[config.mk]
export PLATFORM = sky130hd
export DESIGN_NAME = prio_lvl_arb
export DESIGN_NICKNAME = d
export VERILOG_FILES = /design/src/rtl/prio_lvl_arb_pkg.sv /design/src/rtl/prio_lvl_gate.sv /design/src/rtl/prio_lvl_pick.sv /design/src/rtl/prio_lvl_ipl.sv /design/src/rtl/prio_lvl_arb.sv
export SDC_FILE = /design/constraint.sdc
export NUM_CORES = 1
export LEC_CHECK = 0
export BUFFER_PORTS_ARGS = -buffer_cell sky130_fd_sc_hd__buf_2
export CAP_MARGIN = 5
export CORE_MARGIN = 8
export CORE_UTILIZATION = 35
export DETAILED_ROUTE_END_ITERATION = 10
export PLACE_DENSITY = 0.62
export SETUP_SLACK_MARGIN = 0.3
export SYNTH_ARGS = -nofsm -noshare
export SYNTH_HDL_FRONTEND = slang
export SYNTH_SLANG_ARGS = --single-unit
[constraint.sdc]
create_clock -name clk -period 2.3 [get_ports clk]
set_input_delay 0.23 -clock clk [delete_from_list [all_inputs] [get_ports clk]]
set_output_delay 0.23 -clock clk [all_outputs]
set_load 0.03 [all_outputs]
[src/rtl/prio_lvl_arb_pkg.sv]
package prio_lvl_arb_pkg;

    localparam int DEF_LEVELS   = 8;
    localparam int DEF_VEC_BASE = 24;
    localparam int DEF_VEC_W    = 8;

    typedef enum logic [1:0] {
        IPL_HOLD  = 2'd0,
        IPL_RAISE = 2'd1,
        IPL_LOAD  = 2'd2
    } ipl_op_e;

    // acknowledge outranks a software write in the same cycle
    function automatic ipl_op_e pick_op(input logic ack_taken, input logic wr_en);
        if (ack_taken)
            return IPL_RAISE;
        else if (wr_en)
            return IPL_LOAD;
        else
            return IPL_HOLD;
    endfunction

endpackage

[src/rtl/prio_lvl_gate.sv]
module prio_lvl_gate #(
    parameter int NUM_LEVELS = 8,
    parameter int LVL_W      = $clog2(NUM_LEVELS + 1)
) (
    input  logic [NUM_LEVELS-1:0] req,
    input  logic [LVL_W-1:0]      ipl,
    output logic [NUM_LEVELS-1:0] eligible
);

    for (genvar g = 0; g < NUM_LEVELS; g++) begin : g_lvl
        localparam logic [LVL_W-1:0] LVL_IDX = LVL_W'(g);
        assign eligible[g] = req[g] && (ipl > LVL_IDX);
    end

endmodule

[src/rtl/prio_lvl_pick.sv]
module prio_lvl_pick #(
    parameter int NUM_LEVELS = 8,
    parameter int LVL_W      = $clog2(NUM_LEVELS + 1)
) (
    input  logic [NUM_LEVELS-1:0] eligible,
    output logic                  hit,
    output logic [LVL_W-1:0]      idx
);

    always_comb begin
        idx = '0;
        for (int i = NUM_LEVELS - 1; i >= 0; i--) begin
            if (eligible[i])
                idx = LVL_W'(i);
        end
    end

    assign hit = |eligible;

endmodule

[src/rtl/prio_lvl_ipl.sv]
module prio_lvl_ipl
    import prio_lvl_arb_pkg::*;
#(
    parameter int NUM_LEVELS = 8,
    parameter int LVL_W      = $clog2(NUM_LEVELS + 1)
) (
    input  logic             clk,
    input  logic             rst,
    input  logic             ack_taken,
    input  logic [LVL_W-1:0] win_idx,
    input  logic             wr_en,
    input  logic [LVL_W-1:0] wr_data,
    output logic [LVL_W-1:0] ipl,
    output logic [LVL_W-1:0] saved
);

    localparam logic [LVL_W-1:0] LVL_MAX = LVL_W'(NUM_LEVELS);

    ipl_op_e          op;
    logic [LVL_W-1:0] wr_lim;

    assign op     = pick_op(ack_taken, wr_en);
    assign wr_lim = (wr_data > LVL_MAX) ? LVL_MAX : wr_data;

    always_ff @(posedge clk) begin
        if (rst) begin
            ipl   <= '0;
            saved <= '0;
        end else begin
            case (op)
                IPL_RAISE: begin
                    saved <= ipl;
                    ipl   <= win_idx;
                end
                IPL_LOAD:  ipl <= wr_lim;
                default:   ipl <= ipl;
            endcase
        end
    end

endmodule

[src/rtl/prio_lvl_arb.sv]
module prio_lvl_arb
    import prio_lvl_arb_pkg::*;
#(
    parameter int NUM_LEVELS = DEF_LEVELS,
    parameter int VEC_BASE   = DEF_VEC_BASE,
    parameter int VEC_W      = DEF_VEC_W,
    parameter int LVL_W      = $clog2(NUM_LEVELS + 1)
) (
    input  logic                  clk,
    input  logic                  rst,
    input  logic [NUM_LEVELS-1:0] irq_req,
    input  logic                  ipl_wr_en,
    input  logic [LVL_W-1:0]      ipl_wr_data,
    input  logic                  int_ack,
    output logic                  int_req,
    output logic [VEC_W-1:0]      int_vec,
    output logic [LVL_W-1:0]      ipl_cur,
    output logic [LVL_W-1:0]      ipl_saved
);

    logic [NUM_LEVELS-1:0] eligible;
    logic                  hit;
    logic [LVL_W-1:0]      win_idx;

    prio_lvl_gate #(.NUM_LEVELS(NUM_LEVELS), .LVL_W(LVL_W)) gate_i (
        .req      (irq_req),
        .ipl      (ipl_cur),
        .eligible (eligible)
    );

    prio_lvl_pick #(.NUM_LEVELS(NUM_LEVELS), .LVL_W(LVL_W)) pick_i (
        .eligible (eligible),
        .hit      (hit),
        .idx      (win_idx)
    );

    prio_lvl_ipl #(.NUM_LEVELS(NUM_LEVELS), .LVL_W(LVL_W)) ipl_i (
        .clk       (clk),
        .rst       (rst),
        .ack_taken (int_ack && hit),
        .win_idx   (win_idx),
        .wr_en     (ipl_wr_en),
        .wr_data   (ipl_wr_data),
        .ipl       (ipl_cur),
        .saved     (ipl_saved)
    );

    assign int_req = hit;
    assign int_vec = hit ? (VEC_W'(VEC_BASE) + VEC_W'(win_idx)) : '0;

endmodule

; Word-level counts from Yosys, hierarchy flattened
; Cells that the tools add are included.
[op_classes]
addsub = 1
magnitude_cmp = 9
eq_ne = 2
n_mux = 13
reduce_logical = 11
[ops]
columns = op, count
row1 = 2-to-1 mux 3 bit, 8
row2 = "> comparator 4 x 3 -> 1 bit, second input constant", 4
row3 = logical AND 1 bit, 9
row4 = "> comparator 4 x 1 -> 1 bit, second input constant", 2
row5 = "> comparator 4 x 2 -> 1 bit, second input constant", 2
row6 = one-hot mux 4 bit (2 select lines), 1
row7 = OR reduction 8 bit, 1
row8 = "adder 5 x 4 -> 6 bit, first input constant", 1
row9 = 2-to-1 mux 6 bit, 1
row10 = "> comparator 4 bit, second input constant", 1
row11 = 2-to-1 mux 2 bit, 2
row12 = 2-to-1 mux 4 bit, 1
row13 = "equality test 2 x 1 -> 1 bit, second input constant", 1
row14 = "equality test 2 bit, second input constant", 1
row15 = nonzero test 2 bit, 1
[totals]
regBits = 8
out_inout_bits = 17
word_cells = 38

; Longest topological paths before layout
; Gate-level depths: netlist (run 1).
[logic_depth]
ltp_word = 12
ltp_mapped = 6
mapped_depth_nobuf = 5

; Modules after synthesis
; Synthesis (run 1) repeated with hierarchy kept, for this count alone.
[unflattened]
cells_unflattened = 76
hier_area_um2 = 596.8
[modules_own_cells]
columns = module, n_inst, cells_each, area_each_um2, seq_area_each_um2
row1 = prio_lvl_ipl, 1, 35, 355.3, 160.2
row2 = prio_lvl_pick, 1, 15, 92.6, 0.0
row3 = prio_lvl_gate, 1, 16, 83.8, 0.0
row4 = prio_lvl_arb, 1, 10, 65.1, 0.0

; Worst setup path after synthesis (run 1)
; OpenSTA, ideal clock, no wires.
[synth_timing]
kind = register to register
startpoint = reg ipl_i.ipl[3]
endpoint = reg ipl_i.ipl[1]
setup_ns = 0.091
arrival_ns = 2.058
required_time_ns = 2.209
path_slack_ns = 0.151
path_stages_with_launch = 7
path_buffers = 1
cell_sequence = dfxtp_1 buf_2 o21ai_0 o2bb2ai_1 a31oi_1 nor2_1 a311oi_1
[synth_via]
elab_chain_cells = 11
word_cells_on_any_way = 31
cone_classes = order compare (8) / eq/ne (2) / mux (10) / reduce/logical (11)
[synth_lines]
columns = element, line_no
row1 = from (decl), prio_lvl_ipl.sv:13  ; output logic [LVL_W-1:0] ipl,
row2 = from (signal assigned), prio_lvl_ipl.sv:33  ; ipl <= win_idx;
row3 = from (signal assigned), prio_lvl_ipl.sv:35  ; IPL_LOAD: ipl <= wr_lim;
row4 = from (signal assigned), prio_lvl_ipl.sv:36  ; default: ipl <= ipl;
row5 = > comparator 4 x 3 -> 1 bit, prio_lvl_gate.sv:12  ; assign eligible[g] = req[g] && (ipl > LVL_IDX);
row6 = logical AND 1 bit, prio_lvl_gate.sv:12
row7 = 2-to-1 mux 3 bit (8 in series), prio_lvl_pick.sv:13  ; if (eligible[i])
row8 = one-hot mux 4 bit (2 select lines), prio_lvl_ipl.sv:30  ; case (op)
; Several ways; a longest one is shown, not always the timed one.
; A chain may end at the register's enable or synchronous reset.

; Final worst setup path (run 1)
[layout_timing]
startpoint = reg ipl_i.ipl[2]
endpoint = out int_req
[layout_via]
elab_chain_cells = 3
word_cells_on_any_way = 17
cone_classes = order compare (8) / reduce/logical (9)
[layout_lines]
columns = element, line_no
row1 = "> comparator 4 x 1 -> 1 bit, or another cell as far along", prio_lvl_gate.sv:12
row2 = logical AND 1 bit, prio_lvl_gate.sv:12
row3 = OR reduction 8 bit (*), prio_lvl_pick.sv:18  ; assign hit = |eligible;
row4 = to (decl), prio_lvl_arb.sv:15  ; output logic int_req,
; Mark *: on every way between the ends. The rest lies on a longest branch, timed or not.

==> results.yml, run 1 <==
clocking:
  cts_tree: "done"
  path_clk_slew_ps: 60
  cts_sinks: 8
  clock_latency_ps: 250
  htreeDepth: 1
  ctsRootBufferMaster: "clkbuf_4"
  cts_buffer_depth: 2
  cts_buffers: 3
critical_path:
  cp.required_ps: 2070
  worst-path-max-fanout: 12
  critPathLaunchType: "register"
  worstSetupPathType: "register to primary output"
  critPathCaptureType: "primary output"
  worstPathArrival_ps: 1740
hold_path:
  hp-class: "primary input to register"
sta:
  post-route-period-util_pct: 85.60
  setup_viol: 0
  drv_slew: 0
  fin_skew_ps: 9.669
  max_clock_freq_mhz: 507.9
  rsz0062_at_grt: "yes"
  setup_tns_ps: 0
  min_period_ps: 1969
  timing_hold_violations_final: 0
  setup_slack_ps: 331.2
synthesis:
  syn_area_um2: 638.1
  seq_area_frac_synth_pct: 25.10
  synth_area_leaders: "dfxtp_1 (25%), mux2i_1 (9.4%), nor2_1 (6.5%), buf_4 (5.9%), a2111oi_4 (4.3%)"
  yosys.area.top_type_share_pct: 25.10
  yosysTopAreaCell: "dfxtp_1"
  synth_flop_cell: "dfxtp_1"
  synth.avg_cell_area_um2: 8.987
  yosys_warnings: 0
  synth_cells: 71
  synthTopCellsByCount: "nor2_1 (11), dfxtp_1 (8), mux2i_1 (6), buf_4 (5), o21ai_0 (4)"
  synth-edff-count: 0
  ys_ff_latch: 8
  yosysUniqueCellTypes: 32
  synthMostInstantiatedCell: "nor2_1"
  synth_async_sr_flop_share_pct: 0
drt:
  vias: 619
  drc: 0
  drt-wirelength-per-cell_um: 13.82
  wl_um: 1672
  dr.pass1.iters: 4
  antenna_left: 0
  avgViaCountPerCell: 5.116
  drtIter0Drc: 8
die:
  core_area_um2: 1727
  chipHeight_um: 58.70
  die_w_um: 58.70
  io_pins: 33
  num_rows: 15
  start_util_pct: 36.96
  dieArea_um2: 3446
flow_run:
  drv_cap: 0
global_routing:
  grt_pass1_vias: 613
  grt_overflow: 0
  antenna_found_initial: 0
  grt_pass1_wl_um: 2622
  track_usage_pct: 9.591
  grt_max_degree: 15
power_and_ir_drop:
  power.density_nw_per_um2: 704.7
  ir_worst_vdd_mv: 0.3800
  p_leak_nw: 0.3588
cells_and_area:
  drive_gt1_share_pct: 48.96
  seqCellArea_um2: 170.2
  design_area_um2: 813.3
  final_nets: 114
  antennaDiodeCount: 0
  n_fill_cell: 191
  multi_input_area_um2: 434.2
  area_growth_syn_to_layout_pct: 27.45
placement:
  place_area_um2: 765.7
  io_buffers: 29
  post-place-ws_ps: 416.1
  hpwl_um: 1344
  finalWeightedCongestion: 0.7456
status:
  status: "completed"
[registers in the layout, summed over array words and instances, names as in the netlist]
name         cells
ipl_i.ipl        4
ipl_i.saved      4
[where the power goes]
part	leakage (nW)	total [mW]	internal, mW	switching, mW
combinational	0.278	0.284	0.112	0.172
sequential	0.0674	0.186	0.153	0.0333
clock	0.0138	0.103	0.0594	0.0437
[kinds of logic after synthesis]
logic type	Yosys count	synth area share, %
other cells	1	0.5877
mux	6	9.412
flops	8	25.10
simple gates	24	19.02
compound gates	22	34.32
buf+inv	10	11.57
[path summary, 6_finish.rpt]
| path | from | to | slack [ps] | cells after the start |
|---|---|---|---|---|
| setup reg to reg | ipl_i.ipl[2]$_SDFFE_PP0P_ | ipl_i.saved[3]$_SDFFE_PP0N_ | 410 | 6 |
| setup / recovery | ipl_i.ipl[2]$_SDFFE_PP0P_ | int_req | 330 | 4 |
| hold / removal | rst | ipl_i.ipl[0]$_SDFFE_PP0P_ | 240 | 2 |
| hold reg to reg | ipl_i.saved[1]$_SDFFE_PP0N_ | ipl_i.saved[1]$_SDFFE_PP0N_ | 500 | 2 |
[stage by stage]
| stage | total power [mW] | hold WS [ps] | utilization [%] | std cells |
|---|---|---|---|---|
| finish | 0.5731 | 242.2 | 47.10 | 121 |
| global route | 0.6080 | 241.9 | 47.10 | 121 |
| CTS | 0.5688 | 231.5 | 46.30 | 120 |
| detailed placement | 0.4580 | 486.9 | 44.35 | 117 |
| global placement | 0.4562 | 490.5 | 44.35 | 117 |
| floorplan | 0.4130 | 328.6 | - | 73 |
[layout make-up]
class                           instances  area share, %
Sequential cell                         8          20.92
Multi-Input combinational cell         55          53.38
Clock buffer                            3          2.769
Timing Repair Buffer                   30          19.08
Tap cell                               25          3.846
[worst max-delay path: stages, from the launching register on]
cell       delay, ps
dfxtp_4          400
a2111oi_4        410
o211ai_4         130
or3_4            360
buf_2            190
[placed cells by master (no fill, tap or decap), drive strengths merged, types with 2 or more instances in the layout]
| master | synthesis | layout |
|---|---|---|
| nand2 | 2 | 2 |
| nor2 | 11 | 11 |
| nand2b | 2 | 2 |
| a31oi | 2 | 2 |
| buf | 10 | 30 |
| conb | 1 | 3 |
| mux2i | 6 | 6 |
| o21ai | 4 | 4 |
| nand3b | 2 | 2 |
| a311oi | 2 | 2 |
| o22ai | 3 | 3 |
| a211oi | 3 | 3 |
| nor2b | 2 | 2 |
| dfxtp | 8 | 8 |
| clkbuf | 0 | 3 |
[layer usage]
metal / vias to the layer above / track usage (%) / part of all wire (%)
li1: 313 / - / -
met1: 286 / 10.78 / 43
met2: 18 / 15.75 / 48
met3: 2 / 4.565 / 8.1
met4: 0 / 2.730 / 1.0
met5: - / 0 / 0
[what timing repair did]
action | CTS | global route
gates resized for setup | 5 | 4
hold buffers | 0 | 0
pin swaps | 1 | 2
endpoints found under the setup margin | 4 | 5
setup buffers | 0 | 1
(Power assumes the default switching activity.)
==> inputs of run 2 (changes only) <==
--- a/config.mk
+++ b/config.mk
@@ -10,7 +10,8 @@
 export CORE_MARGIN = 8
 export CORE_UTILIZATION = 35
 export DETAILED_ROUTE_END_ITERATION = 10
-export PLACE_DENSITY = 0.62
+export MAX_ROUTING_LAYER = met4
+export PLACE_DENSITY = 0.65
 export SETUP_SLACK_MARGIN = 0.3
 export SYNTH_ARGS = -nofsm -noshare
 export SYNTH_HDL_FRONTEND = slang
==> constraint.sdc (replaced) <==
create_clock -name clk -period 1.8 [get_ports clk]
set_input_delay 0.18 -clock clk [delete_from_list [all_inputs] [get_ports clk]]
set_output_delay 0.18 -clock clk [all_outputs]
set_load 0.03 [all_outputs]
==> run 2 against run 1 <==
Against the previous run:
- the run now ends with setup timing left
- register-to-register slack worse by 460 ps
- die area stayed put
- cell count is 12% higher
- non-clock buffer count is 13 higher
- setup slack worse by 440 ps
- clock power is 44% higher
- wire length is 13% higher
- critical path type unchanged
==> results.yml, run 2 (synthesis results as in run 1) <==
die:
  num_rows: 15
  io_pins: 33
  die_w_um: 58.70
  dieArea_um2: 3446
  start_util_pct: 36.96
  chipHeight_um: 58.70
  core_area_um2: 1727
cells_and_area:
  drive_gt1_share_pct: 59.09
  design_area_um2: 1008
  n_fill_cell: 160
  area_growth_syn_to_layout_pct: 58.04
  fin_util_pct: 58.41
  largestRegisters: "ipl_i.ipl (4), ipl_i.saved (4)"
  seqCellArea_um2: 175.2
  finalNonFillerCells: 135
  layout_commonest_cell: "buf_2"
  multi_input_area_um2: 480.5
  final_nets: 127
  antennaDiodeCount: 0
  most-common-layout-cells: "buf_2 (23), buf_4 (12), nor2_1 (9), buf_6 (8), mux2i_1 (6)"
clocking:
  cts_tree: "done"
  cts_buffers: 3
  htreeDepth: 1
  path_clk_slew_ps: 60
  cts_sinks: 8
  cts_buffer_depth: 2
  clock_latency_ps: 260
  ctsHoldBuffers: 0
  ctsRootBufferMaster: "clkbuf_4"
global_routing:
  antenna_found_initial: 0
  grt_pass1_wl_um: 2849
  track_usage_pct: 10.77
  grt_pass1_vias: 685
  use_met2_pct: 19.21
  busiest_layer: "met2"
  grt_max_degree: 15
  grtUsageMet3_pct: 4.130
  grt_overflow: 0
  met1_usage_pct: 10.70
drt:
  dr.pass1.iters: 4
  drtIter0Drc: 12
  drt-wirelength-per-cell_um: 13.99
  avgViaCountPerCell: 5.104
  antenna_left: 0
  vias: 689
  wl_um: 1889
  drc: 0
sta:
  rsz0062_at_grt: "yes"
  drv_slew: 0
  fin_skew_ps: 14.36
  min_period_ps: 1907
  setup_viol: 9
  post-route-period-util_pct: 105.9
  timing_hold_violations_final: 0
  max_clock_freq_mhz: 524.4
  setup_slack_ps: -107.0
critical_path:
  worst-path-max-fanout: 5
  critPathLaunchType: "register"
  crit_family: "compound AO/OA/AOI/OAI gates"
  cp.required_ps: 1620
  slowest_stage: "a2111oi_4"
  cp_cell_sequence: "a2111oi_4 > o211ai_4 > or3_4 > buf_6"
  worstPathArrival_ps: 1730
  worstSetupPathType: "register to primary output"
  cp_slowest_stage_delay_ps: 430
  critPathCaptureType: "primary output"
  path_buf_inv: 1
power_and_ir_drop:
  ir_worst_vdd_mv: 0.4532
  p_leak_nw: 0.4458
  power.density_nw_per_um2: 902.3
  power.total_mw: 0.9100
placement:
  hpwl_um: 1360
  dpl.cell_count: 118
  io_buffers: 29
  finalWeightedCongestion: 0.7722
  place_area_um2: 800.8
status:
  status: "finished, violations left"
  violations: "setup timing"
hold_path:
  hp-class: "primary input to register"
flow_run:
  drv_cap: 0
-- run 2: repair_timing --
action	in CTS	in global routing
buffers inserted	10	3
pin swaps	3	4
resized for setup	20	3
cloned	0	0
setup endpoints to repair	13	14
-- run 2: worst register-to-register path, delay by kind of cell (launching register included) --
kind / cells / cell delay (ps)
flip-flops: 1 / 360
AND/OR/NAND/NOR: 1 / 50
buffers and inverters: 2 / 330
multiplexers: 1 / 190
AO/OA/AOI/OAI: 3 / 790
-- run 2: routing by layer --
metal | share of wire, % | vias to the layer above | wire length [um]
met1 | 40 | 324 | 749
met2 | 53 | 24 | 998
met3 | 7.0 | 2 | 132
met5 | 0 | - | 0
li1 | - | 339 | -
met4 | 0.42 | 0 | 8
-- run 2: path summary, 6_finish.rpt --
check,cells past startpoint,from,slack [ps],end
worst min register to register,2,ipl_i.saved[2]$_SDFFE_PP0N_,490,ipl_i.saved[2]$_SDFFE_PP0N_
worst max register to register,7,ipl_i.ipl[0]$_SDFFE_PP0P_,-50,ipl_i.saved[3]$_SDFFE_PP0N_
worst min-delay path,2,int_ack,190,ipl_i.ipl[2]$_SDFFE_PP0P_
worst max-delay path,4,ipl_i.ipl[0]$_SDFFE_PP0P_,-110,int_vec[4]
-- run 2: layout make-up --
class	count	area share (%)
well taps	25	3.102
multi-input cells	55	47.64
flip-flops and latches	8	17.37
clock buffers	4	2.605
repair buffers	43	29.28
-- run 2: power breakdown --
part	internal, mW	switching [mW]	total [mW]
combinational	0.256	0.282	0.539
sequential	0.194	0.0293	0.224
clock	0.0849	0.0628	0.148
total	0.536	0.374	0.910
-- run 2: through the flow --
stage          worst slack, ps  setup TNS (ps)  hold WS [ps]
2_1_floorplan            49.35               0         271.0
3_3_place_gp             91.98               0         437.9
3_5_place_dp             34.95               0         439.4
4_1_cts                 -86.94          -537.2         174.7
5_1_grt                 -169.5           -1353         183.0
6_report                -107.0          -483.7         189.3
